===== config.mk =====
export PLATFORM = sky130hd
export DESIGN_NAME = scsi_phase_seq
export DESIGN_NICKNAME = d
export VERILOG_FILES = /design/src/rtl/scsi_seq_pkg.sv /design/src/rtl/scsi_err_ladder.sv /design/src/rtl/scsi_phase_dispatch.sv /design/src/rtl/scsi_phase_seq.sv
export SDC_FILE = /design/constraint.sdc
export NUM_CORES = 1
export LEC_CHECK = 0
export BUFFER_PORTS_ARGS = -buffer_cell sky130_fd_sc_hd__buf_2
export CAP_MARGIN = 25
export CORE_UTILIZATION = 42
export CTS_CLUSTER_SIZE = 30
export DETAILED_ROUTE_END_ITERATION = 16
export PLACE_DENSITY = 0.76
export SYNTH_ARGS = -nofsm -noshare
export SYNTH_HDL_FRONTEND = slang
export SYNTH_SLANG_ARGS = --single-unit

===== constraint.sdc =====
create_clock -name clk -period 2.2 [get_ports clk]
set_clock_uncertainty 0.05 [all_clocks]
set_input_delay 0.33 -clock clk [delete_from_list [all_inputs] [get_ports clk]]
set_output_delay 0.33 -clock clk [all_outputs]
set_load 0.02 [all_outputs]

===== src/rtl/scsi_seq_pkg.sv =====
package scsi_seq_pkg;
    localparam int TGT_W   = 3;
    localparam int CAUSE_W = 8;
    localparam int STEP_W  = 3;
    localparam int PHASE_W = 3;
    localparam int CNT_W   = 5;
    localparam int BYTE_W  = 8;

    typedef enum logic [2:0] {
        ST_IDLE, ST_SEL, ST_SVC, ST_DIN, ST_DOUT, ST_STAT, ST_MSGI, ST_FINAL
    } seq_state_t;

    typedef enum logic [2:0] {
        RC_CONT, RC_IO, RC_DONE, RC_ERROR, RC_RESET, RC_QUICK, RC_STRAY
    } res_code_t;

    typedef enum logic [2:0] {
        OP_NOP, OP_FLUSH, OP_SELECT, OP_XFER, OP_DMA_XFER, OP_INIT_COMP, OP_MSG_ACC
    } op_t;

    localparam int C_CMP = 0;
    localparam int C_SVC = 1;
    localparam int C_DSC = 2;
    localparam int C_FIRST_FATAL = 3;

    localparam logic [PHASE_W-1:0] PH_DOUT = 3'd0;
    localparam logic [PHASE_W-1:0] PH_DIN  = 3'd1;
    localparam logic [PHASE_W-1:0] PH_CMD  = 3'd2;
    localparam logic [PHASE_W-1:0] PH_STAT = 3'd3;
    localparam logic [PHASE_W-1:0] PH_MIN  = 3'd7;

    localparam logic [STEP_W-1:0] STEP_DONE  = 3'd4;
    localparam logic [STEP_W-1:0] STEP_NOCMD = 3'd2;
    localparam logic [STEP_W-1:0] STEP_PART  = 3'd3;

    localparam logic [CNT_W-1:0] STAT_MIN_BYTES = 5'd2;

    typedef struct packed {
        logic valid;
        op_t  op;
        logic flush;
        logic load_cdb;
    } cmd_t;

    localparam cmd_t CMD_NONE = '{valid: 1'b0, op: OP_NOP, flush: 1'b0, load_cdb: 1'b0};

    function automatic logic is_terminal(res_code_t c);
        return (c == RC_DONE) || (c == RC_ERROR) || (c == RC_RESET);
    endfunction
endpackage


===== src/rtl/scsi_err_ladder.sv =====
module scsi_err_ladder
    import scsi_seq_pkg::*;
(
    input  seq_state_t          state,
    input  logic                probing,
    input  logic                dma_err,
    input  logic                parity_err,
    input  logic                gross_err,
    input  logic [CAUSE_W-1:0]  cause,
    output logic                hit,
    output res_code_t           code,
    output logic                mark_absent,
    output logic                flush
);
    logic dsc, fatal_cause, probe_sel;
    assign dsc         = cause[C_DSC];
    assign fatal_cause = |cause[CAUSE_W-1:C_FIRST_FATAL];
    assign probe_sel   = (state == ST_SEL) && probing;

    always_comb begin
        hit = 1'b1;
        code = RC_ERROR;
        mark_absent = 1'b0;
        flush = 1'b0;
        if (dma_err) begin
            code = RC_ERROR;
        end else if (gross_err && dsc && probe_sel) begin
            code = RC_RESET;
            mark_absent = 1'b1;
        end else if (parity_err) begin
            code = RC_RESET;
        end else if (fatal_cause) begin
            code = RC_ERROR;
        end else if (dsc) begin
            if (state == ST_FINAL) begin
                code = RC_DONE;
            end else if (probe_sel) begin
                code = RC_RESET;
                mark_absent = 1'b1;
            end else begin
                code = RC_ERROR;
                flush = 1'b1;
            end
        end else begin
            hit = 1'b0;
            code = RC_CONT;
        end
    end

    always_comb begin
        if (hit && dma_err) begin
            AST_DMA_FIRST: assert (code == RC_ERROR && !mark_absent);
        end
    end
endmodule


===== src/rtl/scsi_phase_dispatch.sv =====
module scsi_phase_dispatch
    import scsi_seq_pkg::*;
(
    input  logic [PHASE_W-1:0] phase,
    input  logic               dir_read,
    input  logic               rem_zero,
    output logic               ok,
    output res_code_t          code,
    output seq_state_t         nxt,
    output op_t                op,
    output logic               load_cdb
);
    always_comb begin
        ok = 1'b1;
        code = RC_CONT;
        nxt = ST_IDLE;
        op = OP_NOP;
        load_cdb = 1'b0;
        unique case (phase)
            PH_DOUT: begin
                if (dir_read || rem_zero) ok = 1'b0;
                else begin code = RC_IO; nxt = ST_DOUT; op = OP_DMA_XFER; end
            end
            PH_DIN: begin
                if (!dir_read || rem_zero) ok = 1'b0;
                else begin code = RC_IO; nxt = ST_DIN; op = OP_DMA_XFER; end
            end
            PH_CMD: begin
                op = OP_XFER; load_cdb = 1'b1; nxt = ST_SVC;
            end
            PH_STAT: begin
                op = OP_INIT_COMP; nxt = ST_STAT;
            end
            PH_MIN: begin
                op = OP_MSG_ACC; nxt = ST_MSGI;
            end
            default: ok = 1'b0;
        endcase
    end
endmodule


===== src/rtl/scsi_phase_seq.sv =====
module scsi_phase_seq
    import scsi_seq_pkg::*;
(
    input  logic               clk,
    input  logic               rst,
    input  logic               start,
    input  logic [TGT_W-1:0]   start_target,
    input  logic               start_read,
    input  logic               start_probe,
    input  logic               rem_zero,
    input  logic               ev_valid,
    input  logic               ev_dma_err,
    input  logic               ev_parity_err,
    input  logic               ev_gross_err,
    input  logic [CAUSE_W-1:0] ev_cause,
    input  logic [STEP_W-1:0]  ev_step,
    input  logic [PHASE_W-1:0] ev_phase,
    input  logic [CNT_W-1:0]   ev_fifo_cnt,
    input  logic [BYTE_W-1:0]  ev_byte0,
    input  logic [BYTE_W-1:0]  ev_byte1,
    output logic               cmd_valid,
    output logic [2:0]         cmd_op,
    output logic               cmd_flush,
    output logic               cmd_load_cdb,
    output logic [TGT_W-1:0]   cmd_target,
    output logic               res_valid,
    output logic [2:0]         res_code,
    output logic [BYTE_W-1:0]  status_byte,
    output logic [BYTE_W-1:0]  msg_byte,
    output logic               target_absent,
    output logic               cmd_sent,
    output logic [2:0]         state_o
);
    seq_state_t state_q, state_n;
    cmd_t       cmd_q, cmd_n;
    res_code_t  rc_q, rc_n;
    logic       rv_q, rv_n;
    logic       sent_q, sent_n, absent_q, absent_n;
    logic       dir_q, probe_q, capture;
    logic [TGT_W-1:0]  tgt_q;
    logic [BYTE_W-1:0] stat_q, msg_q;

    logic      err_hit, err_absent, err_flush;
    res_code_t err_code;
    logic      dsp_ok, dsp_load;
    res_code_t dsp_code;
    seq_state_t dsp_state;
    op_t       dsp_op;

    scsi_err_ladder u_ladder (
        .state(state_q), .probing(probe_q), .dma_err(ev_dma_err),
        .parity_err(ev_parity_err), .gross_err(ev_gross_err), .cause(ev_cause),
        .hit(err_hit), .code(err_code), .mark_absent(err_absent), .flush(err_flush)
    );

    scsi_phase_dispatch u_dispatch (
        .phase(ev_phase), .dir_read(dir_q), .rem_zero(rem_zero),
        .ok(dsp_ok), .code(dsp_code), .nxt(dsp_state), .op(dsp_op), .load_cdb(dsp_load)
    );

    logic svc, cmp, fifo_any, do_disp, pre_flush, go_reset;
    assign svc      = ev_cause[C_SVC];
    assign cmp      = ev_cause[C_CMP];
    assign fifo_any = (ev_fifo_cnt != '0);

    always_comb begin
        state_n = state_q;
        cmd_n = CMD_NONE;
        rv_n = 1'b0;
        rc_n = RC_CONT;
        sent_n = sent_q;
        absent_n = absent_q;
        capture = 1'b0;
        do_disp = 1'b0;
        pre_flush = 1'b0;
        go_reset = 1'b0;
        if (ev_valid) begin
            if (state_q == ST_IDLE) begin
                rv_n = 1'b1;
                rc_n = RC_STRAY;
            end else if (err_hit) begin
                rv_n = 1'b1;
                rc_n = err_code;
                state_n = ST_IDLE;
                absent_n = absent_q | err_absent;
                if (err_flush) cmd_n = '{valid: 1'b1, op: OP_FLUSH, flush: 1'b0, load_cdb: 1'b0};
            end else begin
                unique case (state_q)
                    ST_SEL: begin
                        if (!(svc && cmp)) go_reset = 1'b1;
                        else if (ev_step == STEP_DONE) begin sent_n = 1'b1; do_disp = 1'b1; end
                        else if (ev_step == STEP_NOCMD || ev_step == STEP_PART) begin
                            pre_flush = fifo_any; do_disp = 1'b1;
                        end else go_reset = 1'b1;
                    end
                    ST_SVC: begin
                        if (fifo_any) pre_flush = 1'b1;
                        else sent_n = 1'b1;
                        do_disp = 1'b1;
                    end
                    ST_DIN, ST_MSGI: begin
                        if (!svc) go_reset = 1'b1;
                        else do_disp = 1'b1;
                    end
                    ST_DOUT: begin
                        if (!svc) go_reset = 1'b1;
                        else begin pre_flush = fifo_any; do_disp = 1'b1; end
                    end
                    ST_STAT: begin
                        if (svc || !cmp || ev_fifo_cnt < STAT_MIN_BYTES) go_reset = 1'b1;
                        else begin
                            capture = 1'b1;
                            cmd_n = '{valid: 1'b1, op: OP_MSG_ACC, flush: 1'b0, load_cdb: 1'b0};
                            state_n = ST_FINAL;
                            rv_n = 1'b1;
                            rc_n = RC_CONT;
                        end
                    end
                    default: go_reset = 1'b1;
                endcase
                if (do_disp) begin
                    if (!dsp_ok) go_reset = 1'b1;
                    else begin
                        rv_n = 1'b1;
                        rc_n = dsp_code;
                        state_n = dsp_state;
                        cmd_n = '{valid: 1'b1, op: dsp_op, flush: pre_flush, load_cdb: dsp_load};
                    end
                end
                if (go_reset) begin
                    rv_n = 1'b1;
                    rc_n = RC_RESET;
                    state_n = ST_IDLE;
                    cmd_n = CMD_NONE;
                end
            end
        end
        if (start && state_q == ST_IDLE) begin
            state_n = ST_SEL;
            cmd_n = '{valid: 1'b1, op: OP_SELECT, flush: 1'b0, load_cdb: 1'b1};
            sent_n = 1'b0;
            absent_n = 1'b0;
        end
    end

    always_ff @(posedge clk) begin
        if (rst) begin
            state_q  <= ST_IDLE;
            cmd_q    <= CMD_NONE;
            rv_q     <= 1'b0;
            rc_q     <= RC_CONT;
            sent_q   <= 1'b0;
            absent_q <= 1'b0;
            dir_q    <= 1'b0;
            probe_q  <= 1'b0;
            tgt_q    <= '0;
            stat_q   <= '0;
            msg_q    <= '0;
        end else begin
            state_q  <= state_n;
            cmd_q    <= cmd_n;
            rv_q     <= rv_n;
            rc_q     <= rc_n;
            sent_q   <= sent_n;
            absent_q <= absent_n;
            if (start && state_q == ST_IDLE) begin
                dir_q   <= start_read;
                probe_q <= start_probe;
                tgt_q   <= start_target;
            end
            if (capture) begin
                stat_q <= ev_byte0;
                msg_q  <= ev_byte1;
            end
        end
    end

    assign cmd_valid     = cmd_q.valid;
    assign cmd_op        = cmd_q.op;
    assign cmd_flush     = cmd_q.flush;
    assign cmd_load_cdb  = cmd_q.load_cdb;
    assign cmd_target    = tgt_q;
    assign res_valid     = rv_q;
    assign res_code      = rc_q;
    assign status_byte   = stat_q;
    assign msg_byte      = msg_q;
    assign target_absent = absent_q;
    assign cmd_sent      = sent_q;
    assign state_o       = state_q;

    AST_TERMINAL_IDLE: assert property (@(posedge clk) disable iff (rst)
        (rv_q && is_terminal(rc_q)) |-> (state_q == ST_IDLE));
    AST_STRAY_REPORT: assert property (@(posedge clk) disable iff (rst)
        (ev_valid && state_q == ST_IDLE) |=> (rv_q && rc_q == RC_STRAY));
    AST_IO_IN_DATA: assert property (@(posedge clk) disable iff (rst)
        (rv_q && rc_q == RC_IO) |-> (state_q == ST_DIN || state_q == ST_DOUT));
    AST_FINAL_FROM_STAT: assert property (@(posedge clk) disable iff (rst)
        (ev_valid && !err_hit && state_q == ST_STAT && state_n == ST_FINAL) |=> (cmd_q.op == OP_MSG_ACC));
    AST_SELECT_ENTERS_SEL: assert property (@(posedge clk) disable iff (rst)
        (cmd_q.valid && cmd_q.op == OP_SELECT) |-> (state_q == ST_SEL));
endmodule


==> results of run 1 <==
[sequential cells by signal, summed over array words and instances, names as in the netlist]
register,count
msg_byte,8
cmd_load_cdb,1
res_valid,1
cmd_target,3
cmd_valid,1
target_absent,1
state_o,3
probe_q,1
cmd_flush,1
res_code,3
dir_q,1
cmd_op,3
status_byte,8
cmd_sent,1
[layout make-up]
type / count / area share
clock buffer: 7 / 0.03738
clock inverter: 1 / 0.003250
inverter: 1 / 0.001625
multi-input combinational: 153 / 0.4171
sequential: 36 / 0.3120
tap: 50 / 0.02709
timing repair buffer: 89 / 0.2015
[layout by cell type, fill, tap and decap left out, types with 2 or more instances in the layout]
cell,n
dfxtp_1,36
a21oi_1,17
or4_1,3
nand3_1,5
o21ai_0,8
or3_4,2
nor3_1,5
nor2_1,20
mux2i_1,17
nand2b_1,4
clkbuf_8,6
buf_2,81
nor2b_1,7
buf_4,8
nor3b_1,5
a311oi_1,3
and3b_1,3
and4b_1,2
a31oi_1,3
or3_1,2
nand2_1,23
o21a_1,4
[metrics by stage]
step,setup TNS [ps],power (W),hold WS [ps]
2_1_floorplan,-1057,0.0007674,386.0
3_3_place_gp,-766.3,0.0008502,390.7
3_5_place_dp,-1166,0.0008537,398.6
4_1_cts,0,0.001329,228.8
5_1_grt,0,0.001374,233.7
6_report,0,0.001318,230.1
[routing by layer]
| layer | global-route usage | vias to the layer above |
|---|---|---|
| met2 | 0.3283 | 56 |
| met4 | 0.06649 | 0 |
| met3 | 0.03596 | 2 |
| li1 | - | 904 |
| met5 | 0 | - |
| met1 | 0.2443 | 834 |
[worst max-delay path: cells and delay by family]
family                 cells  cell delay (ps)
muxes                      1              200
and+or+nand+nor            4             1480
buffers and inverters      1               90
[path summary, 6_finish.rpt]
path,startpoint,endpoint,slack [ps],depth (start not counted)
worst min register to register,cmd_target[0]$_SDFFE_PP0P_,cmd_target[0]$_SDFFE_PP0P_,410,2
worst min-delay path,ev_byte1[7],msg_byte[7]$_SDFFE_PP0P_,230,3
worst max-delay path,ev_cause[7],msg_byte[5]$_SDFFE_PP0P_,210,6
worst max register to register,state_o[2]$_SDFFE_PP0P_,cmd_op[2]$_SDFF_PP0_,210,6
[cells by family after synthesis]
logic type / synth area share
flip-flops: 0.4100
buffers and inverters: 0.04199
multiplexers: 0.1032
AO/OA/AOI/OAI: 0.1687
AND/OR/NAND/NOR: 0.2712
XOR/XNOR: 0.004983
[power groups by stage]
stage          Clock, W  Sequential, W  Combinational (W)
6_report       0.000478       0.000674           0.000166
5_1_grt        0.000518       0.000675           0.000181
4_1_cts        0.000489       0.000674           0.000166
3_5_place_dp          0       0.000689           0.000165
3_3_place_gp          0       0.000689           0.000161
2_1_floorplan         0       0.000701          0.0000659
==> results.md, run 1 <==
- Clk root buf: clkbuf_8
- Setup crit end kind: register
- Post-synth ARST share: 0
- Worst-path fanout max: 16
- Final net count: 334
- RePlAce Congestion: 0.7799
- Synth cell count leaders: dfxtp_1, nand2_1, nor2_1, a21oi_1, mux2i_1
- TritonRoute pass-1 iters: 4
- Peak supply drop: 0.3134 mV
- Worst-Skew Late Latency: 280 ps
- Post-layout util: 0.5774
- CTS buffer count: 5
- Final setup fails: 0
- Wire length on met2: 2225 um
- Via count: 1796
- Worst Setup Start Kind: primary input
- Setup WS pre-CTS: -83.19 ps
- Final period utilization: 0.9050
- Worst EP arrival: 2110 ps
- Synth top area share: 0.4100
- CP max stage cell: or4_1
- Power per cell area: 570.5 mW/mm^2
- Maxcap violations: 0
- Largest net degree at the start of global routing: 19
- Share of post-route cells with drive strength above 1: 0.3519
- Worst EP required: 2320 ps
- Reg clk slew, reported paths: 70 ps
- Met1 WL: 1849 um
- Comb pwr share: 0.126
- Post-Syn Area: 0.001758 sq mm
- P_sw: 0.0003263 W
- DP Area: 0.002216 sq mm
- WL met3: 266 um
- Crit Path Category: in -> reg
- Gr ovfl total: 0
- Via density per instance: 5.329
- Synth area leader: dfxtp_1
- Fmax: 0.5023 GHz
- Per-cell routed wire length: 12.96 um
- Core Area: 0.004000 sq mm
- Post-route setup slack: 209.0 ps
- Netlist cell types: 44
- Synth warn: 0
- # rows: 23
- Sw Share: 0.2476
- Register area share after synthesis: 0.4100
- Pint: 0.0009915 W
- CTS resizes: 0
- Antenna-violating nets left: 0
- Outcome: finished, final reports clean
- Post-cts hold buffer count: 0
- Fin cells: 337
- Clk pwr share: 0.362
- Syn_nets: 250
- EDFF count, synth: 0
- Initial antenna violation count: 0
- Most common cell on crit path: or3_4
- Layout area overhead: 31.39%
- Static Leak: 1.184 nW
- Slew of the pin with the lowest slew margin: 497.8 ps
- Crit-path cells: buf_2 > or4_1 > or3_4 > or3_4 > mux2i_1 > nor2_1
- Hold Path Class: in -> reg
- Max-slew violations: 0
- Top cells by area, synth: dfxtp_1, mux2i_1, nand2_1
- Die area: 0.004448 sq mm
- Sequential share of power: 0.512
- Placed Instances: 329
- Die W: 66.70 um
- RSZ-0062 raised after global routing: no
- WL final: 4368 um
- Post-DP HPWL: 3345 um
- Max layer used: met4
- Starting Density: 0.4395
- # Post-CTS Setup Buffers: 0
- Antenna cells: 0
- Top FF cell, synth: dfxtp_1
- Max transition margin: 0.6677
- Die H: 66.70 um
- Most frequent cell after synthesis: dfxtp_1
- Fin. Hold Viols: 0
- Vias in the first global route: 1477
- IO Port Bufs: 81
- Fillers: 395
- Drt drc: 0
- Mapped Cells: 202
- Critical Path Max Stage Delay: 540 ps
- Multi-input logic area: 963.4 sq um
- CTS tree: yes
- Min cycle time layout: 1991 ps
- Seq. cell area: 720.7 sq um
- Worst-case clock buffer depth: 2
- CTS Sinks: 36
- IO Count: 82
- Total track usage: 0.1943
- Global-route wire length before repair: 6568 um
- H-tree Lvls: 2
- Initial DRC Count: 59
- FF+latch count, synth: 36
- Post-route cell area: 0.002310 sq mm
- Mean post-synth cell area: 8.703 sq um
Power figures use the tool's default switching activity.
==> inputs of run 2 (changes only) <==
==> constraint.sdc (replaced) <==
create_clock -name clk -period 2.2 [get_ports clk]
set_clock_uncertainty 0.05 [all_clocks]
set_input_delay 0.11 -clock clk [delete_from_list [all_inputs] [get_ports clk]]
set_output_delay 0.11 -clock clk [all_outputs]
set_load 0.02 [all_outputs]
==> run 2 against run 1 <==
Effect of this change: fmax down 4.1%; largest cell class unchanged; worst hold slack worse by 220 ps; first-iteration DRC count up 78%; the flow now finishes with violations (design-rule violations); utilization down 0.38 points; register-to-register slack worse by 90 ps.
==> results.md, run 2 (synthesized netlist as in run 1, its figures left out) <==
- Global-route wire length before repair: 6327 um (-3.7%)
- CTS buffer count: 5 (unchanged)
- Peak supply drop: 0.2599 mV (-17%)
- Per-cell routed wire length: 12.69 um (-2.1%)
- Fmax: 0.4815 GHz (-4.1%)
- CTS resizes: 0 (unchanged)
- Most frequent cells in the layout: buf_2, dfxtp_1, nand2_1
- # Post-CTS Setup Buffers: 0 (unchanged)
- Worst EP arrival: 2190 ps (+80 ps)
- Max-slew violations: 0 (unchanged)
- DP Area: 0.002201 sq mm (-0.68%)
- Die H: 66.70 um (unchanged)
- Critical Path Max Stage Delay: 640 ps (+100 ps)
- P_sw: 0.0003221 W (-1.3%)
- Slew of the pin with the lowest slew margin: 575.0 ps (+77.29 ps)
- Final setup fails: 0 (unchanged)
- Max transition margin: 0.6166 (-0.05107)
- Post-route cell area: 0.002295 sq mm (-0.65%)
- Gr busiest metal: met2
- Gr ovfl total: 0 (unchanged)
- RePlAce Congestion: 0.8670 (+11%)
- Antenna-violating nets left: 0 (unchanged)
- Starting Density: 0.4395 (unchanged)
- Layout area overhead: 30.53%
- Maxcap violations: 0 (unchanged)
- Drt drc: 4 (+4)
- Vias in the first global route: 1453 (-1.6%)
- Reg clk slew, reported paths: 70 ps (about the same)
- Die W: 66.70 um (unchanged)
- Power per cell area: 572.2 mW/mm^2 (+0.29%)
- Clk pwr share: 0.361 (about the same)
- Power Total: 0.001313 W (-0.36%)
- IO Count: 82 (unchanged)
- TritonRoute pass-1 iters: 10 (+6)
- Total track usage: 0.1847 (-0.009611)
- Setup crit end kind: register
- Largest net degree at the start of global routing: 32 (+13)
- Outcome: finished, violations left
- Final period utilization: 0.9441 (+0.03907)
- Hold Path Class: in -> reg
- Crit-path cells: nor3_1 > nor3b_1 > and3b_1 > nand3_1 > a221oi_1
- Worst EP required: 2310 ps (about the same)
- Final net count: 332 (-0.60%)
- Core Area: 0.004000 sq mm (unchanged)
- Post-cts hold buffer count: 0 (unchanged)
- Via density per instance: 5.328 (about the same)
- Buffers and inverters on the worst path: 0 (-1)
- Clk root buf: clkbuf_8
- # rows: 23 (unchanged)
- Comb pwr share: 0.126 (about the same)
- Delay-heaviest family, CP: simple AND/OR/NAND/NOR gates
- Worst-path fanout max: 18 (+2)
- Met1 Use GR: 0.2332 (-0.01115)
- Worst Setup Start Kind: register
- Pint: 0.0009909 W (about the same)
- Failing checks: design-rule violations
- CTS Sinks: 36 (unchanged)
- IO Port Bufs: 81 (unchanged)
- Fin. Hold Viols: 0 (unchanged)
- Static Leak: 1.174 nW (-0.86%)
- H-tree Lvls: 2 (unchanged)
- WL final: 4252 um (-2.7%)
- CTS tree: yes
- Antenna cells: 0 (unchanged)
- Sw Share: 0.2453 (-0.002329)
- M3 GR Usage: 0.03082 (-0.005137)
- Initial antenna violation count: 0 (unchanged)
- Worst-Skew Late Latency: 280 ps (about the same)
- RSZ-0062 raised after global routing: no
- GRT met2 Usage: 0.3106 (-0.01768)
- Setup_tns: 0 ps (unchanged)
- Min cycle time layout: 2077 ps (+85.95 ps)
- Crit Path Category: reg -> reg
- Initial DRC Count: 105 (+78%)
- Sequential share of power: 0.513 (about the same)
- Die area: 0.004448 sq mm (unchanged)
- Fillers: 393 (-0.51%)
- Post-DP HPWL: 3105 um (-7.2%)
- Share of post-route cells with drive strength above 1: 0.3474 (-0.004548)
- Via count: 1785 (-0.61%)
- Worst-case clock buffer depth: 2 (unchanged)
- Commonest non-fill, non-tap cell in the layout: buf_2
- CP max stage cell: dfxtp_1
[run 2: worst paths after layout]
kind,slack [ps],to,from,cells past startpoint
max reg2reg,120,cmd_op[1]$_SDFF_PP0_,state_o[2]$_SDFFE_PP0P_,5
max,120,cmd_op[1]$_SDFF_PP0_,state_o[2]$_SDFFE_PP0P_,5
min,10,msg_byte[2]$_SDFFE_PP0P_,ev_byte1[2],3
min reg2reg,400,cmd_target[2]$_SDFFE_PP0P_,cmd_target[2]$_SDFFE_PP0P_,2
[run 2: tightest hold or removal path, cell delays in order]
cell     delay [ps]
buf_2            70
mux2i_1          50
nor2_1           70
[run 2: per-layer routing]
metal / wire length, um / part of all wire
met5: 0 / 0
met4: 29 / 0.0068
met3: 333 / 0.078
met1: 1918 / 0.45
met2: 1970 / 0.46
[run 2: through the flow]
step | utilization | hold WS [ps] | std cells | setup slack (ps)
after floorplan | - | 166.0 | 202 | 56.66
after detailed placement | 0.5502 | 297.4 | 327 | 67.65
after CTS | 0.5737 | 3.847 | 335 | 157.8
after global routing | 0.5737 | 3.254 | 335 | 1.715
final | 0.5737 | 10.95 | 335 | 123.0
after global placement | 0.5502 | 287.1 | 327 | 101.3
[run 2: final cells by class]
class | instances | area, sq um | area share
Clock buffer | 7 | 86.33 | 0.03762
Inverter | 1 | 3.754 | 0.001636
Sequential cell | 36 | 720.7 | 0.3141
Timing Repair Buffer | 87 | 450.4 | 0.1963
Tap cell | 50 | 62.56 | 0.02726
Clock inverter | 1 | 7.507 | 0.003272
Multi-Input combinational cell | 153 | 963.4 | 0.4198
[run 2: power by group through the flow]
stage               registers [W]   logic, W  clock network [W]
global route             0.000675   0.000180           0.000516
CTS                      0.000673   0.000164           0.000489
finish                   0.000673   0.000165           0.000474
detailed placement       0.000688   0.000163                  0
global placement         0.000689   0.000161                  0
floorplan                0.000701  0.0000659                  0
==> inputs of run 3 (changes only) <==
--- a/config.mk
+++ b/config.mk
@@ -7,6 +7,7 @@
 export LEC_CHECK = 0
 export BUFFER_PORTS_ARGS = -buffer_cell sky130_fd_sc_hd__buf_2
 export CAP_MARGIN = 25
+export CORE_ASPECT_RATIO = 0.9
 export CORE_UTILIZATION = 42
 export CTS_CLUSTER_SIZE = 30
 export DETAILED_ROUTE_END_ITERATION = 16
==> run 3 against run 2 <==
Effect of this change: the flow now finishes without violations; final area fell by 0.16%; count of clock-buffer cells in the layout stayed put; final cell count shrank 1.2%; utilization increased by 1.9 points; combinational power shrank 2%; die area is essentially flat; critical path depth did not move; flip-flop and latch count stayed put; register-to-register slack improved by 180 ps; fmax up 9.8%; first-iteration DRC count shrank 8.6%; highest routed layer unchanged.
==> results.md, run 3 (synthesized netlist as in run 1, its figures left out) <==
- Outcome: finished, final reports clean
- Antenna cells: 0 (unchanged)
- Static Leak: 1.175 nW (about the same)
- Setup_tns: 0 ps (unchanged)
- Post-layout util: 0.5931 (+0.01947)
- Power per cell area: 573.6 mW/mm^2 (+0.25%)
- Post-DP HPWL: 3243 um (+4.5%)
- Maxcap violations: 0 (unchanged)
- IO Port Bufs: 81 (unchanged)
- Fmax: 0.5285 GHz (+9.8%)
- Global-route wire length before repair: 7176 um (+13%)
- Initial DRC Count: 96 (-8.6%)
- Gr ovfl total: 0 (unchanged)
- Crit-path cells: nor3_1 > nor3b_1 > and3b_1 > o21ai_0 > nor4_1
- Final setup fails: 0 (unchanged)
- Final net count: 332 (unchanged)
- Largest net degree at the start of global routing: 32 (unchanged)
- Hold Path Class: in -> reg
- Hold Path End: status_byte[7]$_SDFFE_PP0P_
- H-tree Lvls: 2 (unchanged)
- Worst reg2reg endpoint: cmd_flush$_SDFF_PP0_
- Fin cells: 331 (-1.2%)
- Hold WS: 4.158 ps (-6.793 ps)
- Via count: 1762 (-1.3%)
- Min cycle time layout: 1892 ps (-184.8 ps)
- R2R Setup Slk: 310 ps (+180 ps)
- RePlAce Congestion: 0.8428 (-2.8%)
- Per-cell routed wire length: 12.97 um (+2.2%)
- Total track usage: 0.2062 (+0.02153)
- Hold depth: 3 (unchanged)
- Via density per instance: 5.323 (about the same)
- Placed Instances: 323 (-1.2%)
- Fillers: 368 (-6.4%)
- Fin. Hold Viols: 0 (unchanged)
- RSZ-0062 raised after global routing: no
- CTS Sinks: 36 (unchanged)
- Worst Reg-to-Reg Cells: 5 (unchanged)
- Delay-heaviest family, CP: simple AND/OR/NAND/NOR gates
- IO Count: 82 (unchanged)
- Reg clk slew, reported paths: 70 ps (about the same)
- Core Area: 0.003862 sq mm (-3.4%)
- Max transition margin: 0.6244 (+0.007803)
- Starting Density: 0.4551 (+0.01566)
- Most frequent cells in the layout: buf_2, dfxtp_1, nand2_1
- Setup crit end kind: register
- TritonRoute pass-1 iters: 4 (-6)
- Crit Path Category: reg -> reg
- Worst EP required: 2340 ps (+30 ps)
- Max-slew violations: 0 (unchanged)
- Die H: 63.38 um (-5.0%)
- Slew of the pin with the lowest slew margin: 563.3 ps (-11.70 ps)
- Vias in the first global route: 1577 (+8.5%)
- Worst-Skew Late Latency: 280 ps (about the same)
- Final period utilization: 0.8601 (-0.08399)
- # rows: 21 (-8.7%)
- Reg2reg start: state_o[1]$_SDFFE_PP0P_
- Die area: 0.004449 sq mm (about the same)
- Drt drc: 0 (-4)
- Critical Path Max Stage Delay: 560 ps (-80 ps)
- WL final: 4292 um (+0.94%)
- Clk root buf: clkbuf_8
- CTS buffer count: 5 (unchanged)
- Antenna-violating nets left: 0 (unchanged)
- Share of post-route cells with drive strength above 1: 0.3509 (+0.003509)
- CTS tree: yes
- Peak supply drop: 0.3767 mV (+45%)
- CP max stage cell: dfxtp_1
- Worst EP arrival: 2030 ps (-160 ps)
- Buffers and inverters on the worst path: 0 (unchanged)
- # Post-CTS Setup Buffers: 0 (unchanged)
- Initial antenna violation count: 0 (unchanged)
- Worst Setup Start Kind: register
- Die W: 70.20 um (+5.2%)
- Worst-case clock buffer depth: 2 (unchanged)
- Worst hold start: ev_byte0[7]
- Commonest non-fill, non-tap cell in the layout: buf_2
- Layout area overhead: 30.32%
- Worst-path fanout max: 14 (-4)
==> run 3: area by class of cell <==
type	instances	area, sq um	area share
multi-input combinational	153	963.4	0.4205
inverter	1	3.754	0.001638
sequential	36	721.9	0.3151
timing repair buffer	87	450.4	0.1966
tap	46	57.56	0.02512
clock inverter	1	7.507	0.003277
clock buffer	7	86.33	0.03768
==> run 3: metal layers <==
metal	global-route usage	share of wire	vias to the layer above
met5	0	0	-
met4	0.09000	0.014	0
met3	0.04800	0.069	6
met2	0.3245	0.46	62
met1	0.2694	0.45	801
li1	-	-	893
==> run 3: what timing repair did <==
action,4_1_cts,5_1_grt
endpoints found under the setup margin,0,2
hold buffers,0,0
gates resized for setup,0,1
==> run 3: power breakdown <==
group	internal (W)	switching (W)
Clock	0.000254	0.000224
Sequential	0.000665	0.00000903
Combinational	0.0000695	0.0000918
==> run 3: worst min-delay path: cells and delay by family <==
kind | cells | cell delay, ps
muxes | 1 | 50
buffers and inverters | 1 | 70
and+or+nand+nor | 1 | 70
==> run 3: through the flow <==
stage               setup slack, ps   power, W  area (sq um)
finish                        307.8   0.001314          2291
global placement              81.19  0.0008473          2196
global route                  103.7   0.001381          2291
floorplan                     56.66  0.0007674          1758
CTS                           200.0   0.001325          2290
detailed placement            23.72  0.0008489          2196
==> run 3: worst max-delay path by stage <==
stage,startpoint,to,cells after the start
after floorplan,ev_cause[7],msg_byte[6]$_SDFFE_PP0P_,8
after global placement,ev_cause[7],status_byte[6]$_SDFFE_PP0P_,6
after detailed placement,ev_cause[7],status_byte[2]$_SDFFE_PP0P_,6
after CTS,state_o[2]$_SDFFE_PP0P_,cmd_flush$_SDFF_PP0_,5
after global routing,state_o[1]$_SDFFE_PP0P_,cmd_flush$_SDFF_PP0_,5
final,state_o[1]$_SDFFE_PP0P_,cmd_flush$_SDFF_PP0_,5
